File: src/rtl/exc_pkg.sv
package exc_pkg;
  typedef enum logic {
    CAUSE_UNDEF = 1'b0,
    CAUSE_OVF   = 1'b1
  } exc_cause_e;

  // pipeline registers that may be flushed, youngest first
  localparam int unsigned N_PREG   = 3;
  localparam int unsigned PREG_W   = $clog2(N_PREG);
  localparam int unsigned IFID_IX  = 0;
  localparam int unsigned IDEX_IX  = 1;
  localparam int unsigned EXMEM_IX = 2;
endpackage

File: src/rtl/exc_arbiter.sv
module exc_arbiter
  import exc_pkg::*;
#(
  parameter int unsigned XLEN = 32
) (
  input  logic                clk,
  input  logic                rst_n,
  input  logic                id_valid,
  input  logic                id_undef,
  input  logic [XLEN-1:0]     id_pc,
  input  logic                ex_valid,
  input  logic                ex_ovf,
  input  logic [XLEN-1:0]     ex_pc,
  output logic                take,
  output exc_cause_e          take_cause,
  output logic [XLEN-1:0]     take_pc,
  output logic [PREG_W-1:0]   take_depth
);
  logic ex_hit, id_hit, id_sel;

  assign ex_hit = ex_valid && ex_ovf;
  assign id_hit = id_valid && id_undef;
  // execute holds the older instruction, so it wins
  assign id_sel = id_hit && !ex_hit;

  always_comb begin
    take       = ex_hit || id_hit;
    take_cause = CAUSE_UNDEF;
    take_pc    = '0;
    take_depth = '0;
    if (ex_hit) begin
      take_cause = CAUSE_OVF;
      take_pc    = ex_pc;
      take_depth = PREG_W'(EXMEM_IX);
    end else if (id_sel) begin
      take_cause = CAUSE_UNDEF;
      take_pc    = id_pc;
      take_depth = PREG_W'(IDEX_IX);
    end
  end

  // at most one source selected, execute preferred
  a_r4_one_source: assert property (@(posedge clk) disable iff (!rst_n)
    $onehot0({ex_hit, id_sel}));
  a_r4_ex_wins: assert property (@(posedge clk) disable iff (!rst_n)
    (ex_valid && ex_ovf && id_valid && id_undef) |-> (take_cause == CAUSE_OVF && take_pc == ex_pc));
endmodule

File: src/rtl/exc_flush_gen.sv
module exc_flush_gen
  import exc_pkg::*;
(
  input  logic              clk,
  input  logic              rst_n,
  input  logic              take,
  input  logic [PREG_W-1:0] take_depth,
  output logic [N_PREG-1:0] flush_vec,
  output logic              wb_kill
);
  // flush every register from the fault's entry register back to fetch
  for (genvar k = 0; k < N_PREG; k++) begin : g_flush
    assign flush_vec[k] = take && (k <= int'(take_depth));
  end

  // faulting execute instruction loses its register write
  assign wb_kill = flush_vec[EXMEM_IX];

  // a flush is always contiguous from IF/ID
  a_r3_contiguous: assert property (@(posedge clk) disable iff (!rst_n)
    (flush_vec != '0) |-> flush_vec[IFID_IX] && flush_vec[IDEX_IX]);
  a_r7_no_take_no_flush: assert property (@(posedge clk) disable iff (!rst_n)
    !take |-> (flush_vec == '0 && !wb_kill));
endmodule

File: src/rtl/exc_state_regs.sv
module exc_state_regs
  import exc_pkg::*;
#(
  parameter int unsigned XLEN    = 32,
  parameter int unsigned PC_STEP = 4
) (
  input  logic            clk,
  input  logic            rst_n,
  input  logic            take,
  input  exc_cause_e      take_cause,
  input  logic [XLEN-1:0] take_pc,
  output logic [XLEN-1:0] epc_q,
  output exc_cause_e      cause_q
);
  localparam logic [XLEN-1:0] STEP = XLEN'(PC_STEP);

  always_ff @(posedge clk) begin
    if (!rst_n) begin
      epc_q   <= '0;
      cause_q <= CAUSE_UNDEF;
    end else if (take) begin
      epc_q   <= take_pc + STEP;
      cause_q <= take_cause;
    end
  end

  // registers hold when nothing is taken
  a_r6_hold: assert property (@(posedge clk) disable iff (!rst_n)
    !take |=> ($stable(epc_q) && $stable(cause_q)));
  // load of faulting PC plus step
  a_r5_epc_load: assert property (@(posedge clk) disable iff (!rst_n)
    take |=> (epc_q == $past(take_pc) + STEP && cause_q == $past(take_cause)));
endmodule

File: src/rtl/pipe_exc_ctrl.sv
module pipe_exc_ctrl
  import exc_pkg::*;
#(
  parameter int unsigned     XLEN       = 32,
  parameter int unsigned     PC_STEP    = 4,
  parameter logic [XLEN-1:0] HANDLER_PC = 32'h8000_0180
) (
  input  logic              clk,
  input  logic              rst_n,
  input  logic              id_valid,
  input  logic              id_undef,
  input  logic [XLEN-1:0]   id_pc,
  input  logic              ex_valid,
  input  logic              ex_ovf,
  input  logic [XLEN-1:0]   ex_pc,
  output logic [N_PREG-1:0] flush_vec,
  output logic              wb_kill,
  output logic              redirect_valid,
  output logic [XLEN-1:0]   redirect_pc,
  output logic [XLEN-1:0]   epc,
  output logic              cause
);
  logic              take;
  exc_cause_e        take_cause;
  logic [XLEN-1:0]   take_pc;
  logic [PREG_W-1:0] take_depth;
  exc_cause_e        cause_q;

  exc_arbiter #(.XLEN(XLEN)) u_arb (
    .clk(clk), .rst_n(rst_n),
    .id_valid(id_valid), .id_undef(id_undef), .id_pc(id_pc),
    .ex_valid(ex_valid), .ex_ovf(ex_ovf), .ex_pc(ex_pc),
    .take(take), .take_cause(take_cause), .take_pc(take_pc),
    .take_depth(take_depth)
  );

  exc_flush_gen u_flush (
    .clk(clk), .rst_n(rst_n),
    .take(take), .take_depth(take_depth),
    .flush_vec(flush_vec), .wb_kill(wb_kill)
  );

  exc_state_regs #(.XLEN(XLEN), .PC_STEP(PC_STEP)) u_regs (
    .clk(clk), .rst_n(rst_n),
    .take(take), .take_cause(take_cause), .take_pc(take_pc),
    .epc_q(epc), .cause_q(cause_q)
  );

  assign cause          = cause_q;
  assign redirect_valid = take;
  assign redirect_pc    = HANDLER_PC;

  // overflow in execute kills write-back and flushes all three registers
  a_r2_ovf_flush: assert property (@(posedge clk) disable iff (!rst_n)
    (ex_valid && ex_ovf) |-> (flush_vec == 3'b111 && wb_kill && redirect_valid));
  a_r3_kill_only_ovf: assert property (@(posedge clk) disable iff (!rst_n)
    wb_kill |-> (ex_valid && ex_ovf));
  // flags without valid do nothing
  a_r7_ignored: assert property (@(posedge clk) disable iff (!rst_n)
    (!(ex_valid && ex_ovf) && !(id_valid && id_undef)) |-> (!redirect_valid && flush_vec == '0));
  a_r4_cause_ovf: assert property (@(posedge clk) disable iff (!rst_n)
    (ex_valid && ex_ovf) |=> (cause == 1'b1 && epc == $past(ex_pc) + XLEN'(PC_STEP)));
endmodule

File: config.mk
export PLATFORM = sky130hd
export DESIGN_NAME = pipe_exc_ctrl
export DESIGN_NICKNAME = d
export VERILOG_FILES = /design/src/rtl/exc_pkg.sv /design/src/rtl/exc_arbiter.sv /design/src/rtl/exc_flush_gen.sv /design/src/rtl/exc_state_regs.sv /design/src/rtl/pipe_exc_ctrl.sv
export SDC_FILE = /design/constraint.sdc
export NUM_CORES = 1
export LEC_CHECK = 0
export BUFFER_PORTS_ARGS = -buffer_cell sky130_fd_sc_hd__buf_2
export CORE_ASPECT_RATIO = 1.1
export CORE_UTILIZATION = 30
export DETAILED_ROUTE_END_ITERATION = 8
export GPL_TIMING_DRIVEN = 1
export PLACE_DENSITY_LB_ADDON = 0.1
export RECOVER_POWER = 100
export SETUP_SLACK_MARGIN = 0.3
export SLEW_MARGIN = 20
export SYNTH_ARGS = -nofsm -noshare
export SYNTH_HDL_FRONTEND = slang
export SYNTH_SLANG_ARGS = --single-unit
File: constraint.sdc
create_clock -name clk -period 3.4 [get_ports clk]
set_clock_uncertainty 0.2 [all_clocks]
set_input_delay 0 -clock clk [delete_from_list [all_inputs] [get_ports clk]]
set_output_delay 0 -clock clk [all_outputs]
set_load 0.05 [all_outputs]
# Word level (Yosys, flattened, before mapping)

Index checks and enable logic that the tools add are counted.

Input port bits: 70
Logic and storage cells: 17
Output and inout port bits: 70
Register bits after elaboration: 33

Reductions and logical operators: 7
Magnitude comparators: 2
$add $sub $neg: 1
Muxes and demuxes: 5

Operators with widths:

| kind                                                | count |
|---|---|
| two-way mux 32 bit                                  | 2 |
| adder 32 x 3 -> 32 bit (second input constant)      | 1 |
| logical AND 1 bit                                   | 5 |
| <= comparator 1 x 2 -> 1 bit (first input constant) | 1 |
| <= comparator 2 bit (first input constant)          | 1 |
| two-way mux 1 bit                                   | 2 |
| two-way mux 2 bit                                   | 1 |
| logical NOT 1 bit                                   | 1 |
| logical OR 1 bit                                    | 1 |

# Longest topological paths before layout

Gate-level depths: netlist (run 1).

Word-level depth: 7
Gate-level depth with buffers: 16
Depth with buffers taken out: 11

# Hierarchy

From an unflattened synthesis (run 1), not the netlist that was laid out.

Cell total of the unflattened synthesis: 368
Area, all modules: 2,748.9 µm²

Modules (own cells, without submodules):

| module         | instances | area an instance (µm²) | seq. area each (µm²) | cells each |
|---|---|---|---|---|
| exc_state_regs | 1         | 1,736.7                | 660.6                | 209 |
| exc_arbiter    | 1         | 734.5                  | 0.0                  | 121 |
| pipe_exc_ctrl  | 1         | 247.7                  | 0.0                  | 34 |
| exc_flush_gen  | 1         | 30.0                   | 0.0                  | 4 |

# Least setup slack after synthesis (run 1)

Ideal clock, no wire load.

Path kind: in2reg
Start: input ex_valid
End: register u_regs.epc_q[24]
Required time: 3.085 ns
Cell stages on the path: 16
Arrival time: 3.471 ns
Setup slack: -0.386 ns
Path buffers: 6
Setup time: 0.115 ns
Path through: buf_6 > nand2_4 > inv_2 > buf_6 > buf_2 > buf_1 > clkbuf_1 > buf_2 > a22o_1 > ha_1 > nand2_1 > o32ai_4 > nand4_2 > or3_1 > or4_1 > and3_1

Longest elaborated chain between the ends: 6
Elaborated cells on any way between the ends: 7
Those cells by class: 1 x add/sub; 2 x mux; 4 x reduce/logical

RTL lines:

| what                   | RTL line             | source |
|---|---|---|
| start, declared        | pipe_exc_ctrl.sv:13  | `input logic ex_valid,` |
| logical AND 1 bit *    | exc_arbiter.sv:21    | `assign ex_hit = ex_valid && ex_ovf;` |
| logical NOT 1 bit      | exc_arbiter.sv:24    | `assign id_sel = id_hit && !ex_hit;` |
| logical AND 1 bit      | exc_arbiter.sv:24    |  |
| two-way mux 32 bit     | exc_arbiter.sv:35    | `end else if (id_sel) begin` |
| two-way mux 32 bit     | exc_arbiter.sv:31    | `if (ex_hit) begin` |
| adder 32 x 3 -> 32 bit | exc_state_regs.sv:22 | `epc_q <= take_pc + STEP;` |
| end signal, assigned   | exc_state_regs.sv:22 |  |
| end, declared          | exc_state_regs.sv:12 | `output logic [XLEN-1:0] epc_q,` |

Mark *: on every way between the ends. The rest lies on a longest branch, timed or not.
A chain may end at the register's enable or synchronous reset.

# Worst setup path after layout (run 1)

Start: input ex_valid
End: register u_regs.epc_q[31]

Same word-level chain as after synthesis.

==> results.cfg, run 1 <==
[yosys]
synth_area_leaders = dfxtp_1 23%, buf_4 9.8%, nand2_1 7.0%, nand4_1 5.5%, a21boi_0 4.2%
synth_largest_area_cell = dfxtp_1
syn_area_um2 = 2840
synthFlopType = dfxtp_1
avgSynthCellArea_um2 = 7.73
synth-seq-cells = 33
synth_edf_count = 0
synth_top_area_frac = 0.233
synthArstFlopShare = 0
synthCells = 367
ys_seq_area_frac = 0.233
yosysWarnings = 0
synth.distinct_cells = 61

[min_path]
hold_class = input pin to flip-flop

[global_route]
antenna_found_initial = 0
gr-total-overflow = 0
track_usage = 0.196
grt_pass1_wl_um = 15300
grt_start_max_net_pins = 34
grt_pass1_vias = 2945

[cells_and_area]
mostFrequentLayoutCell = buf_2
sequential_cell_area_um2 = 661
antenna_cells = 0
final_area_um2 = 3600
num-fill-cells = 1015
fin_util = 0.400
areaGrowthSynthToFinish_pct = 26.9
drive_above_1_share = 0.198
mostFrequentLayoutCells = 70 x buf_2, 52 x nand2_1, 42 x clkbuf_1
layout.nets = 561
multi_input_area_um2 = 1840

[critical_path]
crit_path_cell_trace = buf_2 > nand2_4 > inv_4 > clkbuf_1 > o21ai_1 > nand4_1 > or4_4 > and4bb_1 > a311oi_1
rr_startpoint = u_regs.epc_q[1]
cp_max_fo = 31
crit_slowest_cell = or4_4
rrSetupSlack_ns = 1.97
reg2reg_depth = 4
max_stage_delay_ns = 0.69
crit_end = u_regs.epc_q[31]
crit_type = input pin to flip-flop
arrival_ns = 2.75
crit_path_start_kind = input pin
cp.required_ns = 3.36
crit_path_end_kind = flip-flop
cp-startpoint = ex_valid
reg2reg_to = u_regs.epc_q[1]

[routing]
dr.pass1.iters = 4
first_iter_violations = 140
ant_nets = 0
wl_um = 9620
drc = 0
vias = 3112
routed_via_density = 5.14
drt-wirelength-per-cell_um = 15.9

[pwr]
powerDensity_nw_per_um2 = 331
pwr-share-comb = 0.388
pwr-share-clk = 0.255
power.switching_mw = 0.502
power_leakage_nw = 1.48
seqPwrFrac = 0.357
ir_drop_mv = 0.134
p_sw_frac = 0.422
p_int_mw = 0.688

[sta]
finalCritPeriodShare = 0.820
period_needed_ns = 2.79
tns_ns = 0
fmax_ghz = 0.359
maxSlewHeadroom = 0.167
finalHoldViolCount = 0
worst_slack_ns = 0.613
tightest_slew_ns = 1.25
slew_viol_final = 0
setup_viol = 0
grt_setup_unrepaired = false

[cts]
clk-insertion-delay-late_ns = 0.29
path_clk_slew_ns = 0.08
cts_setup_buffers = 0
cts_sinks = 33
clockRootBuffer = clkbuf_8
cts_buffers = 5
cts_buffer_depth = 2
tritoncts = built
htreeDepth = 2

[outcome]
status = complete, no violations

[floorplan]
io_pins = 140
die_h_um = 104
coreArea_um2 = 9010
start_util = 0.315
row_count = 36
die_area_um2 = 9850
die_w_um = 94.7

[place]
preCtsSetupSlack_ns = 0.419
gp_congestion = 0.781
placed_area_um2 = 3290
dpl.hpwl_um = 6870
io_buffers = 107

[flow_run]
max_cap_viol_count = 0
==> worst min path at each step <==
| stage | from | end | slack (ns) | depth (start not counted) |
|---|---|---|---|---|
| after CTS | ex_pc[16] | u_regs.epc_q[16] | 0.0001 | 5 |
| after detailed placement | ex_pc[1] | u_regs.epc_q[1] | 0.05 | 2 |
| after floorplan | rst_n | u_regs.epc_q[27] | -0.07 | 2 |
| after global placement | ex_pc[0] | u_regs.epc_q[0] | 0.05 | 2 |
| final | id_pc[7] | u_regs.epc_q[7] | 0.006 | 4 |
| after global routing | ex_pc[16] | u_regs.epc_q[16] | 0.04 | 5 |
==> routing by layer <==
layer | global-route usage | part of all wire
met1 | 0.267 | 0.46
met4 | 0.0455 | 0.0066
met2 | 0.326 | 0.48
met5 | 0 | 0
met3 | 0.0241 | 0.049
==> logic make-up (layout without fill, tap and decap cells) <==
kind of cell               Yosys count  after routing  share of synthesized area
muxes                                3              3                     0.0106
xor gates and xnor gates            24             24                     0.0741
AOI/OAI and AO/OA                   82             82                      0.217
adders and majority gates            1              1                    0.00441
and+or+nand+nor                    157            157                      0.300
buffers and inverters               65            159                      0.158
other                                2             32                    0.00265
DFF                                 33             33                      0.233
==> timing repair <==
action	in CTS	in global routing
resized for setup	0	0
hold buffers	30	0
hold endpoints to repair	19	0
==> cell usage after synthesis (all sizes together), types with 3 or more instances <==
cell type   n
nor4        6
and3       12
nand2      54
o21ai      20
a22oi       7
nand4      26
nor3        6
mux2i       3
a21boi     16
buf        52
a22o        5
nand3      22
xnor2      11
inv         3
o21a        5
nor2       11
a31oi       7
dfxtp      33
or4         3
a21oi       3
xor2       13
clkbuf     10
o211a       4
and2        3
==> power groups by stage <==
stage          Sequential, mW  Clock, mW  Combinational, mW
2_1_floorplan           0.519          0              0.273
3_3_place_gp            0.433          0              0.440
3_5_place_dp            0.433          0              0.441
4_1_cts                 0.424      0.318              0.471
5_1_grt                 0.428      0.332              0.495
6_report                0.424      0.304              0.462
==> through the flow <==
step / power, mW / hold slack, ns / cells
2_1_floorplan: 0.793 / -0.0737 / 397
3_3_place_gp: 0.873 / 0.0488 / 567
3_5_place_dp: 0.874 / 0.0546 / 567
4_1_cts: 1.21 / 0.000125 / 605
5_1_grt: 1.26 / 0.0371 / 605
6_report: 1.19 / 0.00574 / 605
==> registers in the layout, indices dropped and copies added, names as in the netlist <==
| signal | cells |
|---|---|
| u_regs.cause_q | 1 |
| u_regs.epc_q | 32 |
==> final cells by class <==
type	count	share of cell area
Multi-Input combinational cell	299	0.511
Timing Repair Buffer	148	0.240
Sequential cell	33	0.184
Tap cell	114	0.0396
Clock buffer	8	0.0222
Inverter	3	0.00382
==> worst max-delay path: cells and delay by family <==
kind                   cells  cell delay [ns]
buffers and inverters      3             0.73
AO/OA/AOI/OAI              2             0.57
AND/OR/NAND/NOR            4             1.42
Power figures use the tool's default switching activity.
==> run 2, diff against run 1 <==
- clock period: 3.4 -> 2.77 ns (I/O delays scaled with it)
==> results.cfg, run 2 (synthesized netlist as in run 1, its figures left out) <==
[critical_path]
cp_max_fo = 6
cp.required_ns = 2.72
crit_type = input pin to flip-flop
crit_path_cell_trace = dlygate4sd3_1 > buf_2 > nand4_1 > o21a_2 > or4b_4 > or4_1 > and4bb_1 > a311oi_1
crit_slowest_cell = or4_1
crit_path_end_kind = flip-flop
arrival_ns = 2.48
max_stage_delay_ns = 0.69
crit_path_start_kind = input pin

[global_route]
grt_pass1_wl_um = 15300
gr-total-overflow = 0
grt_start_max_net_pins = 34
track_usage = 0.199
antenna_found_initial = 0
grt_pass1_vias = 2949

[sta]
finalHoldViolCount = 1
slew_viol_final = 0
finalCritPeriodShare = 0.913
maxSlewHeadroom = 0.568
period_needed_ns = 2.53
fmax_ghz = 0.395
setup_viol = 0
grt_setup_unrepaired = false
hold_slack_ns = -0.00612
tightest_slew_ns = 0.641
tns_ns = 0
worst_slack_ns = 0.241

[floorplan]
die_area_um2 = 9850
coreArea_um2 = 9010
die_w_um = 94.7
die_h_um = 104
io_pins = 140
start_util = 0.315
row_count = 36

[routing]
drc = 0
dr.pass1.iters = 4
vias = 3137
ant_nets = 0
drt-wirelength-per-cell_um = 15.5
wl_um = 9660
first_iter_violations = 156
routed_via_density = 5.04

[cts]
cts_sinks = 33
htreeDepth = 2
cts_buffers = 5
tritoncts = built
clockRootBuffer = clkbuf_8
clk-insertion-delay-late_ns = 0.29
cts_buffer_depth = 2
path_clk_slew_ns = 0.07

[pwr]
ir_drop_mv = 0.158
total_power_mw = 1.46
powerDensity_nw_per_um2 = 392
power_leakage_nw = 1.55

[place]
preCtsSetupSlack_ns = 0.0274
io_buffers = 107
dpl.hpwl_um = 7070
placed_area_um2 = 3400
gp_congestion = 0.756

[outcome]
violations = hold timing
status = finished with violations

[flow_run]
max_cap_viol_count = 0

[cells_and_area]
top_regs = u_regs.epc_q x32, u_regs.cause_q x1
areaGrowthSynthToFinish_pct = 31.5
antenna_cells = 0
mostFrequentLayoutCells = 68 x buf_2, 52 x nand2_1, 49 x clkbuf_1
layout.nets = 579
largest_reg_flops = 32
mostFrequentLayoutCell = buf_2
drive_above_1_share = 0.214
fin_util = 0.414
final_area_um2 = 3730
top_register = u_regs.epc_q

[min_path]
hold_class = input pin to flip-flop
-- run 2: cell types whose count changed in the layout (fill, tap and decap cells not counted), moves of 2 or more --
cell and delta:
buf_4 +12, buf_2 -2, nor3_2 +2, clkbuf_1 +7
nor3_1 -2
-- run 2: repair_timing --
| item | in CTS | in global routing |
|---|---|---|
| setup endpoints to repair | 0 | 3 |
| hold buffers | 31 | 0 |
| setup buffers | 0 | 6 |
| hold endpoints to repair | 22 | 0 |
| gates resized for setup | 0 | 5 |
-- run 2: cell type report --
class / count / area (µm²)
fillers: 991 / 5280
multi-input cells: 299 / 1850
repair buffers: 166 / 983
flip-flops and latches: 33 / 661
well taps: 114 / 143
clock buffers: 8 / 80.1
inverters: 3 / 13.8
-- run 2: final timing paths --
| kind | from | end | slack [ns] | cells past startpoint |
|---|---|---|---|---|
| min | id_pc[15] | u_regs.epc_q[15] | -0.006 | 4 |
| min reg2reg | u_regs.epc_q[3] | u_regs.epc_q[3] | 0.26 | 2 |
| max reg2reg | u_regs.epc_q[7] | u_regs.epc_q[7] | 1.29 | 4 |
| max | ex_pc[12] | u_regs.epc_q[31] | 0.24 | 8 |
-- run 2: critical path, delay by kind of cell --
family | cells | cell delay, ns
buf+inv | 2 | 0.63
simple gates | 4 | 1.65
compound gates | 2 | 0.21
-- run 2: per-layer routing --
metal	share of wire	wire length [µm]	global-route usage	up-vias
met5	0	0	0	-
met4	0.0085	82	0.0498	0
met3	0.076	734	0.0307	6
met2	0.47	4560	0.328	132
met1	0.44	4280	0.267	1443
li1	-	-	-	1556
-- run 2: metrics by stage --
| step | hold slack (ns) | cells |
|---|---|---|
| detailed placement | 0.0542 | 578 |
| CTS | 0.00000724 | 617 |
| finish | -0.00612 | 623 |
| global route | 0.0130 | 623 |
| global placement | 0.0465 | 578 |
| floorplan | -0.0737 | 397 |
-- run 2: where the power goes --
group / switching (mW) / internal [mW]
sequential: 0.0157 / 0.505
combinational: 0.408 / 0.169
clock: 0.186 / 0.179
total: 0.610 / 0.853
